## config.mk

```make
export PLATFORM = sky130hd
export DESIGN_NAME = exc_ctrl
export DESIGN_NICKNAME = d
export VERILOG_FILES = /design/src/rtl/exc_pkg.sv /design/src/rtl/exc_irq_gate.sv /design/src/rtl/exc_vector_gen.sv /design/src/rtl/exc_ctrl.sv
export SDC_FILE = /design/constraint.sdc
export NUM_CORES = 1
export LEC_CHECK = 0
export BUFFER_PORTS_ARGS = -buffer_cell sky130_fd_sc_hd__buf_2
export CAP_MARGIN = 20
export CORE_MARGIN = 5
export CORE_UTILIZATION = 57
export CTS_CLUSTER_DIAMETER = 30
export CTS_CLUSTER_SIZE = 16
export DETAILED_ROUTE_END_ITERATION = 6
export GPL_TIMING_DRIVEN = 0
export MAX_ROUTING_LAYER = met4
export PLACE_DENSITY = 0.86
export RECOVER_POWER = 50
export SYNTH_ARGS = -nofsm -noshare
export SYNTH_HDL_FRONTEND = slang
export SYNTH_SLANG_ARGS = --single-unit
export TNS_END_PERCENT = 100
```

## constraint.sdc

```tcl
create_clock -name clk -period 3.9 [get_ports clk]
set_clock_uncertainty 0.1 [all_clocks]
set_input_delay 0.39 -clock clk [delete_from_list [all_inputs] [get_ports clk]]
set_output_delay 0.39 -clock clk [all_outputs]
set_load 0.05 [all_outputs]
```

## src/rtl/exc_pkg.sv

```systemverilog
package exc_pkg;
    localparam int XLEN          = 32;
    localparam int LVL_W         = 4;
    localparam int VEC_W         = 5;
    localparam int RETURN_CYCLES = 10;
    localparam int TRAP_CYCLES   = 15;
    localparam int MAX_CYCLES    = (TRAP_CYCLES > RETURN_CYCLES) ? TRAP_CYCLES : RETURN_CYCLES;
    localparam int CNT_W         = $clog2(MAX_CYCLES + 1);

    localparam int BIT_ID = 12;
    localparam int BIT_AE = 13;
    localparam int BIT_EP = 14;
    localparam int BIT_NP = 15;
    localparam int IA_LO  = 16;

    localparam logic [XLEN-1:0] PSW_RESET      = 32'h0000_1000;
    localparam logic [XLEN-1:0] IRQ_PC_BASE    = 32'hFFFF_FE00;
    localparam logic [XLEN-1:0] IRQ_CODE_BASE  = 32'h0000_FE00;
    localparam logic [XLEN-1:0] TRAP_PC_BASE   = 32'hFFFF_FFA0;
    localparam logic [XLEN-1:0] TRAP_CODE_BASE = 32'h0000_FFA0;

    typedef struct packed {
        logic [XLEN-1:0]  psw;
        logic [XLEN-1:0]  eipc;
        logic [XLEN-1:0]  eipsw;
        logic [XLEN-1:0]  fepc;
        logic [XLEN-1:0]  fepsw;
        logic [XLEN-1:0]  ecr;
        logic [XLEN-1:0]  tgt;
        logic             redir;
        logic             wake;
        logic [CNT_W-1:0] cnt;
    } exc_state_t;
endpackage

```

## src/rtl/exc_irq_gate.sv

```systemverilog
module exc_irq_gate
    import exc_pkg::*;
(
    input  logic [XLEN-1:0]  psw,
    input  logic             req,
    input  logic [LVL_W-1:0] level,
    output logic             take,
    output logic [LVL_W-1:0] next_mask
);
    localparam logic [LVL_W-1:0] LVL_MAX = '1;

    logic masked;

    always_comb begin
        masked    = psw[BIT_ID] | psw[BIT_EP] | psw[BIT_NP];
        take      = req && !masked && (level >= psw[IA_LO +: LVL_W]);
        next_mask = (level == LVL_MAX) ? LVL_MAX : level + 1'b1;
    end
endmodule

```

## src/rtl/exc_vector_gen.sv

```systemverilog
module exc_vector_gen
    import exc_pkg::*;
(
    input  logic [LVL_W-1:0] level,
    input  logic [VEC_W-1:0] vec,
    output logic [XLEN-1:0]  irq_pc,
    output logic [XLEN-1:0]  irq_code,
    output logic [XLEN-1:0]  trap_pc,
    output logic [XLEN-1:0]  trap_code
);
    logic [XLEN-1:0] lvl_off;
    logic [XLEN-1:0] trap_off;

    always_comb begin
        lvl_off   = {{(XLEN-LVL_W-4){1'b0}}, level, 4'b0000};
        trap_off  = {{(XLEN-5){1'b0}}, vec[VEC_W-1], 4'b0000};
        irq_pc    = IRQ_PC_BASE   | lvl_off;
        irq_code  = IRQ_CODE_BASE | lvl_off;
        trap_pc   = TRAP_PC_BASE  + trap_off;
        trap_code = TRAP_CODE_BASE + {{(XLEN-VEC_W){1'b0}}, vec};
    end
endmodule

```

## src/rtl/exc_ctrl.sv

```systemverilog
module exc_ctrl
    import exc_pkg::*;
(
    input  logic             clk,
    input  logic             rst_n,
    input  logic             irq_valid,
    input  logic [3:0]       irq_level,
    input  logic [31:0]      resume_pc,
    input  logic             trap_req,
    input  logic [4:0]       trap_vec,
    input  logic             reti_req,
    input  logic             ei_req,
    input  logic             di_req,
    output logic             redirect_valid,
    output logic [31:0]      redirect_pc,
    output logic [31:0]      psw_o,
    output logic [31:0]      eipc_o,
    output logic [31:0]      eipsw_o,
    output logic [31:0]      fepc_o,
    output logic [31:0]      fepsw_o,
    output logic [31:0]      ecr_o,
    output logic             halt_release
);
    localparam logic [CNT_W-1:0] TRAP_WAIT   = CNT_W'(TRAP_CYCLES - 1);
    localparam logic [CNT_W-1:0] RETURN_WAIT = CNT_W'(RETURN_CYCLES - 1);

    exc_state_t state_d, state_q;

    logic             irq_take;
    logic [LVL_W-1:0] irq_mask;
    logic [XLEN-1:0]  irq_pc, irq_code, trap_pc, trap_code;
    logic             busy;
    logic             nested;

    exc_irq_gate u_gate (
        .psw       (state_q.psw),
        .req       (irq_valid),
        .level     (irq_level),
        .take      (irq_take),
        .next_mask (irq_mask)
    );

    exc_vector_gen u_vec (
        .level     (irq_level),
        .vec       (trap_vec),
        .irq_pc    (irq_pc),
        .irq_code  (irq_code),
        .trap_pc   (trap_pc),
        .trap_code (trap_code)
    );

    always_comb begin
        state_d       = state_q;
        state_d.redir = 1'b0;
        state_d.wake  = 1'b0;
        busy          = (state_q.cnt != '0);
        nested        = state_q.psw[BIT_EP] | state_q.psw[BIT_NP];

        if (busy) begin
            state_d.cnt = state_q.cnt - 1'b1;
            if (state_q.cnt == CNT_W'(1)) begin
                state_d.redir = 1'b1;
            end
        end else if (trap_req) begin
            if (nested) begin
                state_d.fepc           = resume_pc;
                state_d.fepsw          = state_q.psw;
                state_d.psw[BIT_NP]    = 1'b1;
            end else begin
                state_d.eipc           = resume_pc;
                state_d.eipsw          = state_q.psw;
                state_d.psw[BIT_EP]    = 1'b1;
            end
            state_d.psw[BIT_ID] = 1'b1;
            state_d.ecr         = trap_code;
            state_d.tgt         = trap_pc;
            state_d.cnt         = TRAP_WAIT;
        end else if (reti_req) begin
            if (state_q.psw[BIT_NP]) begin
                state_d.tgt = {state_q.fepc[XLEN-1:1], 1'b0};
                state_d.psw = state_q.fepsw;
            end else begin
                state_d.tgt = {state_q.eipc[XLEN-1:1], 1'b0};
                state_d.psw = state_q.eipsw;
            end
            state_d.cnt = RETURN_WAIT;
        end else if (di_req) begin
            state_d.psw[BIT_ID] = 1'b1;
        end else if (ei_req) begin
            state_d.psw[BIT_ID] = 1'b0;
        end else if (irq_take) begin
            state_d.eipc                  = resume_pc;
            state_d.eipsw                 = state_q.psw;
            state_d.psw[BIT_EP]           = 1'b1;
            state_d.psw[BIT_ID]           = 1'b1;
            state_d.psw[BIT_AE]           = 1'b0;
            state_d.psw[IA_LO +: LVL_W]   = irq_mask;
            state_d.ecr                   = irq_code;
            state_d.tgt                   = irq_pc;
            state_d.redir                 = 1'b1;
            state_d.wake                  = 1'b1;
        end
    end

    always_ff @(posedge clk) begin
        if (!rst_n) begin
            state_q       <= '0;
            state_q.psw   <= PSW_RESET;
        end else begin
            state_q       <= state_d;
        end
    end

    assign redirect_valid = state_q.redir;
    assign redirect_pc    = state_q.tgt;
    assign psw_o          = state_q.psw;
    assign eipc_o         = state_q.eipc;
    assign eipsw_o        = state_q.eipsw;
    assign fepc_o         = state_q.fepc;
    assign fepsw_o        = state_q.fepsw;
    assign ecr_o          = state_q.ecr;
    assign halt_release   = state_q.wake;

    a_r10_busy_freeze: assert property (@(posedge clk) disable iff (!rst_n)
        (state_q.cnt != '0) |=> $stable(psw_o))
        else $error("status word changed during a busy window");

    a_r4_wake_with_redirect: assert property (@(posedge clk) disable iff (!rst_n)
        halt_release |-> (redirect_valid && redirect_pc[31:9] == '1))
        else $error("halt release without interrupt redirect");

    a_r5_accept_flags: assert property (@(posedge clk) disable iff (!rst_n)
        halt_release |-> (psw_o[BIT_EP] && psw_o[BIT_ID] && !psw_o[BIT_AE]
                          && psw_o[IA_LO +: LVL_W] != '0))
        else $error("status word flags wrong after acceptance");

    a_r7_even_target: assert property (@(posedge clk) disable iff (!rst_n)
        redirect_valid |-> !redirect_pc[0])
        else $error("odd redirect target");

    a_r2_masked_refused: assert property (@(posedge clk) disable iff (!rst_n)
        (state_q.cnt == '0 && irq_valid && psw_o[BIT_ID]) |=> !halt_release)
        else $error("interrupt taken while disabled");

    a_r8_disable_sets: assert property (@(posedge clk) disable iff (!rst_n)
        (state_q.cnt == '0 && di_req && !trap_req && !reti_req) |=> psw_o[BIT_ID])
        else $error("disable command did not set the disable bit");
endmodule

```

==> results of run 1 <==
-- flip-flops by register name, indices dropped and copies added (netlist names) --
signal / cells
eipc_o: 32
eipsw_o: 32
fepc_o: 32
fepsw_o: 32
psw_o: 32
redirect_pc: 31
ecr_o: 10
state_q: 4
halt_release: 1
redirect_valid: 1
-- through the flow --
step           setup slack [ns]  hold slack, ns   util
2_1_floorplan              1.58           0.332      -
5_1_grt                   0.815          0.0337  0.744
3_3_place_gp              0.894           0.348  0.677
6_report                  0.917          0.0284  0.745
4_1_cts                   0.955          0.0224  0.759
3_5_place_dp              0.843           0.364  0.677
-- where the power goes --
group,switching [W],total [W],internal (W)
clock,0.00112,0.00357,0.00245
sequential,0.000264,0.00271,0.00244
combinational,0.00221,0.00325,0.00104
-- metal layers --
| layer | track usage | share of wire | up-vias |
|---|---|---|---|
| li1 | - | - | 4280 |
| met3 | 0.0463 | 0.070 | 89 |
| met2 | 0.499 | 0.50 | 426 |
| met4 | 0.137 | 0.037 | 0 |
| met5 | - | 0 | - |
| met1 | 0.346 | 0.40 | 4307 |
-- cell families after synthesis --
group | synth area share
AND/OR/NAND/NOR | 0.145
buffers and inverters | 0.199
other | 0.000368
AO/OA/AOI/OAI | 0.110
multiplexers | 0.129
flip-flops | 0.407
adder cells (fa/ha/maj) | 0.00860
-- layout make-up --
| cell class | count | area share |
|---|---|---|
| well taps | 225 | 0.0217 |
| plain buffers | 295 | 0.153 |
| clock inverters | 14 | 0.0143 |
| inverters | 10 | 0.00289 |
| diodes | 2 | 0.000386 |
| clock buffers | 60 | 0.0956 |
| flip-flops and latches | 207 | 0.320 |
| multi-input cells | 659 | 0.314 |
| repair buffers | 255 | 0.0785 |
-- synth_stat cells (all sizes together), types with 2 or more instances --
cell    count  area (um2)
nor2      108         405
nor3b       4        30.0
or2         2        12.5
and3        4        25.0
nor2b      29         181
nor3       26         130
a21boi     36         270
o22ai       2        12.5
o211ai      2        15.0
nand2b      4        25.0
mux2i     100        1000
o21ai      10        50.1
dfxtp     207        4140
nand3       4        20.0
a211o       2        17.5
mux2       28         315
inv        10        37.5
o221a       2        22.5
a21o        2        15.0
ha          7        87.6
a21oi      72         368
a22oi       5        37.5
o21a        2        15.0
buf       245        1800
o211a       3        30.0
nand4       4        25.0
nand2     140         526
a211oi     24         180
a31oi       3        18.8
or4b        2        23.8
clkbuf     50         188
-- path summary, 6_finish.rpt --
path	start	endpoint	slack (ns)	cells after the start
hold reg to reg	fepsw_o[10]	fepsw_o[10]	0.37	2
hold / removal	trap_vec[3]	ecr_o[3]	0.03	3
setup / recovery	psw_o[16]	eipsw_o[26]	0.92	8
setup reg to reg	psw_o[16]	eipsw_o[26]	0.92	8
-- critical path: stages (launching register included) --
cell,delay (ns)
sky130_fd_sc_hd__dfxtp_1,0.43
sky130_fd_sc_hd__ha_1,0.27
sky130_fd_sc_hd__nor3b_1,0.31
sky130_fd_sc_hd__o21ai_1,0.32
sky130_fd_sc_hd__a21oi_1,0.25
sky130_fd_sc_hd__buf_2,0.35
sky130_fd_sc_hd__buf_2,0.39
sky130_fd_sc_hd__mux2i_1,0.33
sky130_fd_sc_hd__nor2b_1,0.08
==> results list, run 1 <==
* Result of the run: finished, final reports clean
- Setup violators final: 0
- Die Outline Area: just over 20000 um2
- Setup repair after global routing left no endpoint under its margin.
* Total detailed-routing wirelength: 30900 um
- After clock tree synthesis, the clock-pin slew on the worst setup and hold paths is roughly 0.050 ns.
- Predominant post-synthesis flop cell: sky130_fd_sc_hd__dfxtp_1
- The count of endpoints failing hold in the final timing report was 0.
- Crit start category: flip-flop
- Setup_tns: 0 ns
* FFs w/ async S/R, synth: 0
- Boundary pin count: around 270
* Pin count of the biggest net entering global routing: 11
- For this run, the total global-route usage over all layers was measured as 0.296.
* Most frequent standard cell in the layout excluding fill and tap cells: sky130_fd_sc_hd__clkbuf_1
- The count of final max-slew check failures was 0.
- After clock tree synthesis, the repair step resized 0 gates.
* Number of standard cells in the final layout excluding fillers: 1727
* Capturing element type of the critical path: flip-flop
- The design draws about 0.0095 W.
* Clk Tree Root Cell: sky130_fd_sc_hd__clkbuf_16
* Antenna violations before repair: 0
* Std-Cell Rows: 48
- After filler insertion, the fill cell instance count of the layout stands at between 1000 and 1500.
* Actual slew at the worst max-slew pin: 0.971 ns
- Number of buffers inserted to repair setup after CTS: 0
* Final Cycle Share: 0.765
* DP Cell Count: about 1700
- IR analysis of the VDD net gives a maximum drop of 0.495 mV.
* Maximum clock path buffer count: 3
- Seq/Total Area, Yosys: 0.407
* Final #Nets: between 1500 and 2000
* Post-synthesis cell count: 1155
- The first TritonRoute pass finished after 5 iterations.
- In this run, synthesis produced a sequential element count of just over 200.
- Of all nets on the critical path, the largest fanout is 10.
* Normalized max-slew margin: 0.348
* Gp weighted congestion: 0.926
- H-tree lvl count: 2
- Final Instance Area: approximately 13000 um2
- Synthesized cell area: ~10000 um2
- Iteration-0 DRC count of the detailed router: around 520
* Clock tree from TritonCTS: done
- For this design the static power due to leakage is between 5 and 6 nW.
- Standard cell core area: roughly 17000 um2
* EDFF count, synth: 0
* Required @ worst endpoint: roughly 4.2 ns
- Effective utilization at floorplan: 0.585
* Number of buffers inserted during clock tree synthesis: between 40 and 50
- Worst-skew pair later-pin latency: between 0.5 and 0.6 ns
* Synth warn: 0
- Detailed placer's ending HPWL: around 21000 um
- Area of the multi-input gates: slightly above 4000 um2
- CTS Sinks: between 200 and 250
- Via count of the first global-routing pass: a little over 9000
* Floorplan die height: between 100 and 150 um
- Pwr per Cell Area: 735 nW/um2
- In the final layout, flip-flops and latches occupy 4140 um2.
* Fmax: ~340 MHz
- The first global-routing pass estimated around 47000 um of wire.
* DRC errors left: 0
- Average vias per placed instance: 5.27
- Path class of the lowest-slack min-delay path: input port to flip-flop
* Data arrival time at the worst-slack endpoint: approximately 3.3 ns
* Final ANT Viol Nets: 0
- Compared with the post-synthesis result, the final layout area differs by 27.4%.
- Port buffering added 255 buffers.
- Gr ovfl total: 0
- Min Clock Period, post-route: ~3.0 ns
- Top library cells by usage in the layout, fill and taps aside: 264 x sky130_fd_sc_hd__clkbuf_1, 226 x sky130_fd_sc_hd__buf_4, 207 x sky130_fd_sc_hd__dfxtp_1
- The critical path in this run is classified as flip-flop to flip-flop.
- The routed layout has 9102 vias.
- Max_cap viols: 0
- Once placement finished, the instance area stood at roughly 12000 um2.
- After detailed routing, the average wire length per cell comes to 17.9 um.
* Avg Cell Area, Syn: approximately 9 um2
- In this run, distinct cell masters in the synthesized netlist total 54.
- Hold buffers post-CTS: 0
- Fraction of final layout cells with drive strength greater than 1: 0.265
* Die Wd: 144 um
Note: power is estimated with default switching activity, not from simulation.
==> run 2, diff against run 1 <==
--- a/config.mk
+++ b/config.mk
@@ -8,13 +8,13 @@
 export BUFFER_PORTS_ARGS = -buffer_cell sky130_fd_sc_hd__buf_2
 export CAP_MARGIN = 20
 export CORE_MARGIN = 5
-export CORE_UTILIZATION = 57
+export CORE_UTILIZATION = 53
 export CTS_CLUSTER_DIAMETER = 30
 export CTS_CLUSTER_SIZE = 16
 export DETAILED_ROUTE_END_ITERATION = 6
 export GPL_TIMING_DRIVEN = 0
 export MAX_ROUTING_LAYER = met4
-export PLACE_DENSITY = 0.86
+export PLACE_DENSITY = 0.8
 export RECOVER_POWER = 50
 export SYNTH_ARGS = -nofsm -noshare
 export SYNTH_HDL_FRONTEND = slang
==> constraint.sdc (replaced) <==
create_clock -name clk -period 2.8 [get_ports clk]
set_clock_uncertainty 0.1 [all_clocks]
set_input_delay 0.28 -clock clk [delete_from_list [all_inputs] [get_ports clk]]
set_output_delay 0.28 -clock clk [all_outputs]
set_load 0.05 [all_outputs]
==> run 2 against run 1 <==
  * Sequential share of layout area down 0.80 points
  * Hold slack worse by 0.0042 ns
  * Core utilization fell by 3.8 points
  * Total power is 36% higher
==> results list, run 2 (synthesis gave the netlist of run 1 again) <==
* Top library cells by usage in the layout, fill and taps aside: 244 x sky130_fd_sc_hd__clkbuf_1, 230 x sky130_fd_sc_hd__buf_4, 207 x sky130_fd_sc_hd__dfxtp_1 (was 264 x sky130_fd_sc_hd__clkbuf_1, 226 x sky130_fd_sc_hd__buf_4, 207 x sky130_fd_sc_hd__dfxtp_1)
- The peak fanout along the critical path came to 10 (unchanged).
- Normalized max-slew margin: 0.406 (was 0.348)
- Number of buffers inserted to repair setup after CTS: 0 (unchanged)
- The total power after layout was 0.0130 W (was 0.00953 W).
* Number of buffers inserted during clock tree synthesis: 40 (was 42)
* Relative area change from synthesis to final layout: 30.7% (was 27.4%)
- The remaining global-route overflow was 0 (unchanged).
* Required @ worst endpoint: 3.07 ns (was 4.18 ns)
- The final estimated routing congestion in global placement was 0.904 (was 0.926).
- Path class of the lowest-slack min-delay path: input port to flip-flop (unchanged)
- Via count of the first global-routing pass: 9091 (was 9135)
* Iteration-0 DRC count of the detailed router: 470 (was 519)
- Standard cell core area: 18800 um2 (was 17400 um2)
* Detailed placer's ending HPWL: 21400 um (was 21300 um)
- Min Clock Period, post-route: 2.64 ns (was 2.98 ns)
- Fill cell count: 1515 (was 1295)
* IO buf count: 255 (unchanged)
- Number of endpoints with negative hold slack in the final report: 0 (unchanged)
- The area of the die came to 22100 um2 (was 20600 um2).
- Capturing element type of the critical path: flip-flop (unchanged)
* Pin count of the biggest net entering global routing: 11 (unchanged)
- The count of TritonRoute iterations in the first routing pass is 5 (unchanged).
* Pwr per Cell Area: 974 nW/um2 (was 735 nW/um2)
- Clock tree from TritonCTS: done (unchanged)
- The total via count after detailed routing came to 9027 (was 9102).
- The routed wire length was 30800 um (was 30900 um).
- Data arrival time at the worst-slack endpoint: 2.91 ns (was 3.26 ns)
* Result of the run: finished, final reports clean (unchanged)
- Leakage power of the design: 5.93 nW (was 5.76 nW)
- Final ANT Viol Nets: 0 (unchanged)
* Floorplan die height: 149 um (was 144 um)
- Count of final max-slew check failures: 0 (unchanged)
- Maximum clock path buffer count: 3 (unchanged)
- Most frequent standard cell in the layout excluding fill and tap cells: sky130_fd_sc_hd__clkbuf_1 (unchanged)
* Clk Tree Root Cell: sky130_fd_sc_hd__clkbuf_16 (unchanged)
- The worst-skew pair later-pin latency came to 0.51 ns (was 0.52 ns).
- Setup violators final: 0 (unchanged)
- Overall Global Routing Usage: 0.274 (was 0.296)
- The launching element type of the critical path is a flip-flop (unchanged).
* Effective utilization at floorplan: 0.541 (was 0.585)
* Boundary pin count: 274 (unchanged)
* DRC errors left: 0 (unchanged)
* Actual slew at the worst max-slew pin: 0.891 ns (was 0.971 ns)
* Average vias per placed instance: 5.03 (was 5.27)
* Die Wd: 149 um (was 144 um)
- The part of the cycle the worst path needs was 0.942 (was 0.765).
- Fmax: 379 MHz (was 335 MHz)
* Max_cap viols: 0 (unchanged)
* H-tree lvl count: 2 (unchanged)
* Fraction of final layout cells with drive strength greater than 1: 0.273 (was 0.265)
- Std-Cell Rows: 50 (was 48)
* Final core area utilization: 0.706 (was 0.745)
- Antenna violations before repair: 0 (unchanged)
- The final net count is 1559 (was 1525).
- The post-detailed-route wirelength per cell is 17.1 um (was 17.9 um).
- RSZ-0062 raised after global routing: yes (was no)
- The CTS sink count came to 207 (unchanged).
- Maximum VDD drop: 0.630 mV (was 0.495 mV)
- The first-pass GRT wire length came to 47500 um (was 47200 um).
- The clock-pin slew reported for the worst setup and hold paths after clock tree synthesis was 0.05 ns (about the same).
- Post-Route Hold Slack: 0.0242 ns (was 0.0284 ns)
- Worst setup path class: flip-flop to flip-flop (unchanged)
[run 2: report_power, final]
part | internal, W | switching (W)
logic | 0.00150 | 0.00309
registers | 0.00340 | 0.000358
clock network | 0.00299 | 0.00160
[run 2: layer usage]
layer  global-route usage  wire length, um  share of wire
met1                0.322            12600           0.41
met2                0.463            15100           0.49
met3               0.0545             2200          0.072
met4                0.109              918          0.030
met5                    -                0              0
[run 2: what timing repair did]
| action | in CTS | in global routing |
|---|---|---|
| cloned | 0 | 0 |
| setup endpoints to repair | 37 | 122 |
| gates resized for setup | 4 | 10 |
| hold endpoints to repair | 67 | 0 |
| pin swaps | 0 | 0 |
| hold buffers | 36 | 0 |
[run 2: worst max-delay path: stages, from the launching register on]
cell and delay, ns:
sky130_fd_sc_hd__dfxtp_1 0.41, sky130_fd_sc_hd__inv_1 0.07, sky130_fd_sc_hd__ha_1 0.27, sky130_fd_sc_hd__o211ai_1 0.29
sky130_fd_sc_hd__o21ai_2 0.20, sky130_fd_sc_hd__a21oi_1 0.18, sky130_fd_sc_hd__buf_2 0.36, sky130_fd_sc_hd__buf_4 0.30
sky130_fd_sc_hd__mux2i_1 0.24, sky130_fd_sc_hd__nor2_1 0.07
[run 2: layout make-up]
type,instances,area (um2),area share
Antenna cell,1,2.50,0.000188
Buffer,295,2000,0.151
Clock buffer,46,1050,0.0792
Clock inverter,26,254,0.0191
Inverter,10,37.5,0.00282
Multi-Input combinational cell,659,4090,0.307
Sequential cell,207,4140,0.312
Tap cell,260,325,0.0245
Timing Repair Buffer,291,1390,0.105
[run 2: path summary, 6_finish.rpt]
kind / cells after the start / from / slack (ns) / end
setup / recovery: 9 / psw_o[17] / 0.16 / eipc_o[22]
hold / removal: 3 / trap_vec[4] / 0.02 / redirect_pc[4]
setup reg to reg: 9 / psw_o[17] / 0.16 / eipc_o[22]
hold reg to reg: 2 / ecr_o[6] / 0.36 / ecr_o[6]
[run 2: through the flow]
stage                     setup slack (ns)  instance area [um2]  TNS [ns]  instances
final                                0.162                13300         0       1795
after global routing               -0.0226                13300   -0.0226       1794
after CTS                           0.0316                13500         0       1794
after detailed placement            -0.103                11800     -1.84       1686
after global placement             -0.0754                11800     -1.70       1686
after floorplan                      0.557                10200         0       1171
==> run 3, diff against run 2 <==
==> constraint.sdc (replaced) <==
create_clock -name clk -period 2.8 [get_ports clk]
set_clock_uncertainty 0.1 [all_clocks]
set_input_delay 0.42 -clock clk [delete_from_list [all_inputs] [get_ports clk]]
set_output_delay 0.42 -clock clk [all_outputs]
set_load 0.05 [all_outputs]
==> run 3 against run 2 <==
  * Clock-buffer cell count is the same
  * Register-to-register slack is essentially flat
  * Sequential share of layout area grew 0.29 points
  * Core utilization shrank 0.64 points
  * Die area is the same
  * Largest cell class unchanged
==> results list, run 3 (synthesis gave the netlist of run 1 again) <==
- The final standard cell count with taps included and fillers excluded is 1759 (was 1795).
* Fmax: 378 MHz (was 379 MHz)
* Detailed placer's ending HPWL: 21400 um (unchanged)
- CP peak stage delay: 0.42 ns (was 0.41 ns)
* Maximum net fanout on the critical path: 10 (unchanged)
- Global-route wire length before repair: 46000 um (was 47500 um)
- Area of all sequential standard cells: 4140 um2 (unchanged)
- The worst-skew pair later-pin latency is 0.51 ns (about the same).
- IO buf count: 255 (unchanged)
- Most frequent standard cell in the layout excluding fill and tap cells: sky130_fd_sc_hd__buf_2 (was sky130_fd_sc_hd__clkbuf_1)
- Std-Cell Rows: 50 (unchanged)
- DRC errors left: 0 (unchanged)
- The final net count was 1523 (was 1559).
- The count of endpoints failing hold in the final timing report came to 0 (unchanged).
- Standard cell core area: 18800 um2 (unchanged)
- The final estimated routing congestion in global placement was 0.904 (unchanged).
- Grt peak-use layer: met2 (unchanged)
* Number of buffers inserted during clock tree synthesis: 40 (unchanged)
- Bufs and invs on worst path: 3 (unchanged)
* Total detailed-routing wirelength: 29800 um (was 30800 um)
* Iteration-0 DRC count of the detailed router: 369 (was 470)
* Data arrival time at the worst-slack endpoint: 2.91 ns (about the same)
- Vias: 8853 (was 9027)
- Actual slew at the worst max-slew pin: 0.852 ns (was 0.891 ns)
* Path class of the lowest-slack min-delay path: input port to flip-flop (unchanged)
- Final core area utilization: 0.700 (was 0.706)
- Overall power after layout: 0.0130 W (about the same)
* Die Wd: 149 um (unchanged)
* Via count of the first global-routing pass: 8775 (was 9091)
- The total cell area at the placement stage was 11800 um2 (unchanged).
- The total setup violations reported at the end of the flow is 0 (unchanged).
- Area of the multi-input gates: 4090 um2 (unchanged)
- Setup slack after layout: 0.156 ns (was 0.162 ns)
- Gr ovfl total: 0 (unchanged)
- The detail-routed via count per cell is 5.03 (about the same).
* DP Cell Count: 1686 (unchanged)
- Max_cap viols: 0 (unchanged)
- Fill cell count: 1464 (was 1515)
- The number of nets still failing antenna checks after routing was 0 (unchanged).
- Required @ worst endpoint: 3.07 ns (about the same)
- Maximum VDD drop: 0.632 mV (was 0.630 mV)
- The CTS tree was done (unchanged).
* Wirelength per Cell: 16.9 um (was 17.1 um)
* Pin count of the biggest net entering global routing: 11 (unchanged)
* RSZ-0062 raised after global routing: yes (unchanged)
- The H-tree depth came to 2 (unchanged).
- The chip height was 149 um (unchanged).
* Clk Tree Root Cell: sky130_fd_sc_hd__clkbuf_16 (unchanged)
- Final Instance Area: 13200 um2 (was 13300 um2)
- The count of final max-slew check failures came to 0 (unchanged).
- Capturing element type of the critical path: flip-flop (unchanged)
- The worst slack at placement was -0.243 ns (was -0.103 ns).
- Min Clock Period, post-route: 2.64 ns (about the same)
- Worst setup path class: flip-flop to flip-flop (unchanged)
* Die Outline Area: 22100 um2 (unchanged)
- Detailed-routing iteration count for the pre-antenna-repair pass: 5 (unchanged)
- Crit start category: flip-flop (unchanged)
- Hold buffers post-CTS: 0 (was 36)
- The part of the cycle the worst path needs is 0.944 (was 0.942).
- The leakage power figure came to 6.59 nW (was 5.93 nW).
- Pwr per Cell Area: 985 nW/um2 (was 974 nW/um2)
- Fraction of met1 tracks used by global routing: 0.317 (was 0.322)
- Worst path cell trace: inv_1 > ha_1 > o211ai_1 > o21ai_2 > a21oi_1 > buf_2 > buf_4 > mux2i_1 > nor2_1 (unchanged).
- Number of buffers inserted to repair setup after CTS: 0 (unchanged)
- Effective utilization at floorplan: 0.541 (unchanged)
- The total global routing track utilization is 0.266 (was 0.274).
- The fraction of layout cells with a size suffix above 1 came to 0.407 (was 0.273).
- Top library cells by usage in the layout, fill and taps aside: 265 x sky130_fd_sc_hd__buf_2, 230 x sky130_fd_sc_hd__buf_4, 207 x sky130_fd_sc_hd__dfxtp_1 (was 244 x sky130_fd_sc_hd__clkbuf_1, 230 x sky130_fd_sc_hd__buf_4, 207 x sky130_fd_sc_hd__dfxtp_1)
- Result of the run: finished, final reports clean (unchanged).
- Relative area change from synthesis to final layout: 29.5% (was 30.7%)
- The cell class contributing the biggest share of worst-path delay is buffers and inverters (unchanged).
- The global routing usage on met3 is 0.0555 (was 0.0545).
- The global routing met2 resource utilization was 0.444 (was 0.463).
- The I/O pin count is 274 (unchanged).
- CTS Sinks: 207 (unchanged)
- The initial antenna violation count was 0 (unchanged).
- Maximum clock path buffer count: 3 (unchanged)
- Crit-path slowest cell: sky130_fd_sc_hd__dfxtp_1 (unchanged)
- Normalized max-slew margin: 0.432 (was 0.406)
- Clock input transition at the sequential cells of the worst setup and hold paths: 0.05 ns (about the same)
[run 3: layout make-up]
cell class                 count  area share
sequential                   207       0.314
multi-input combinational    659       0.310
buffer                       295       0.152
timing repair buffer         255      0.0966
clock buffer                  46      0.0799
tap                          260      0.0247
clock inverter                26      0.0193
inverter                      10     0.00285
antenna                        1    0.000190
[run 3: tightest hold or removal path, cell delays in order]
cell	delay, ns
sky130_fd_sc_hd__buf_2	0.09
sky130_fd_sc_hd__mux2i_1	0.06
sky130_fd_sc_hd__nor2_1	0.07
[run 3: final timing paths]
| check | from | end | slack (ns) | cells after the start |
|---|---|---|---|---|
| worst max-delay path | psw_o[17] | eipc_o[1] | 0.16 | 9 |
| worst min-delay path | resume_pc[11] | eipc_o[11] | 0.06 | 3 |
| worst min register to register | ecr_o[6] | ecr_o[6] | 0.35 | 2 |
| worst max register to register | psw_o[17] | eipc_o[1] | 0.16 | 9 |
[run 3: power breakdown]
| group | switching [W] | leakage, nW | internal, W |
|---|---|---|---|
| clock | 0.00160 | 0.645 | 0.00299 |
| combinational | 0.00306 | 4.27 | 0.00158 |
| sequential | 0.000353 | 1.68 | 0.00340 |
| total | 0.00501 | 6.59 | 0.00798 |
[run 3: stage by stage]
step                TNS (ns)  hold WS (ns)
finish                     0        0.0619
global route        -0.00623        0.0779
CTS                        0        0.0543
detailed placement     -8.53         0.349
global placement       -8.37         0.344
floorplan                  0         0.332
[run 3: timing repair]
action | 4_1_cts | 5_1_grt
pin swaps | 0 | 0
endpoints found under the setup margin | 37 | 122
gates resized for setup | 4 | 9
[run 3: routing by layer]
layer | vias up | wire length (um)
met2 | 358 | 14500
li1 | 4264 | -
met1 | 4162 | 12200
met5 | - | 0
met3 | 69 | 2270
met4 | 0 | 814
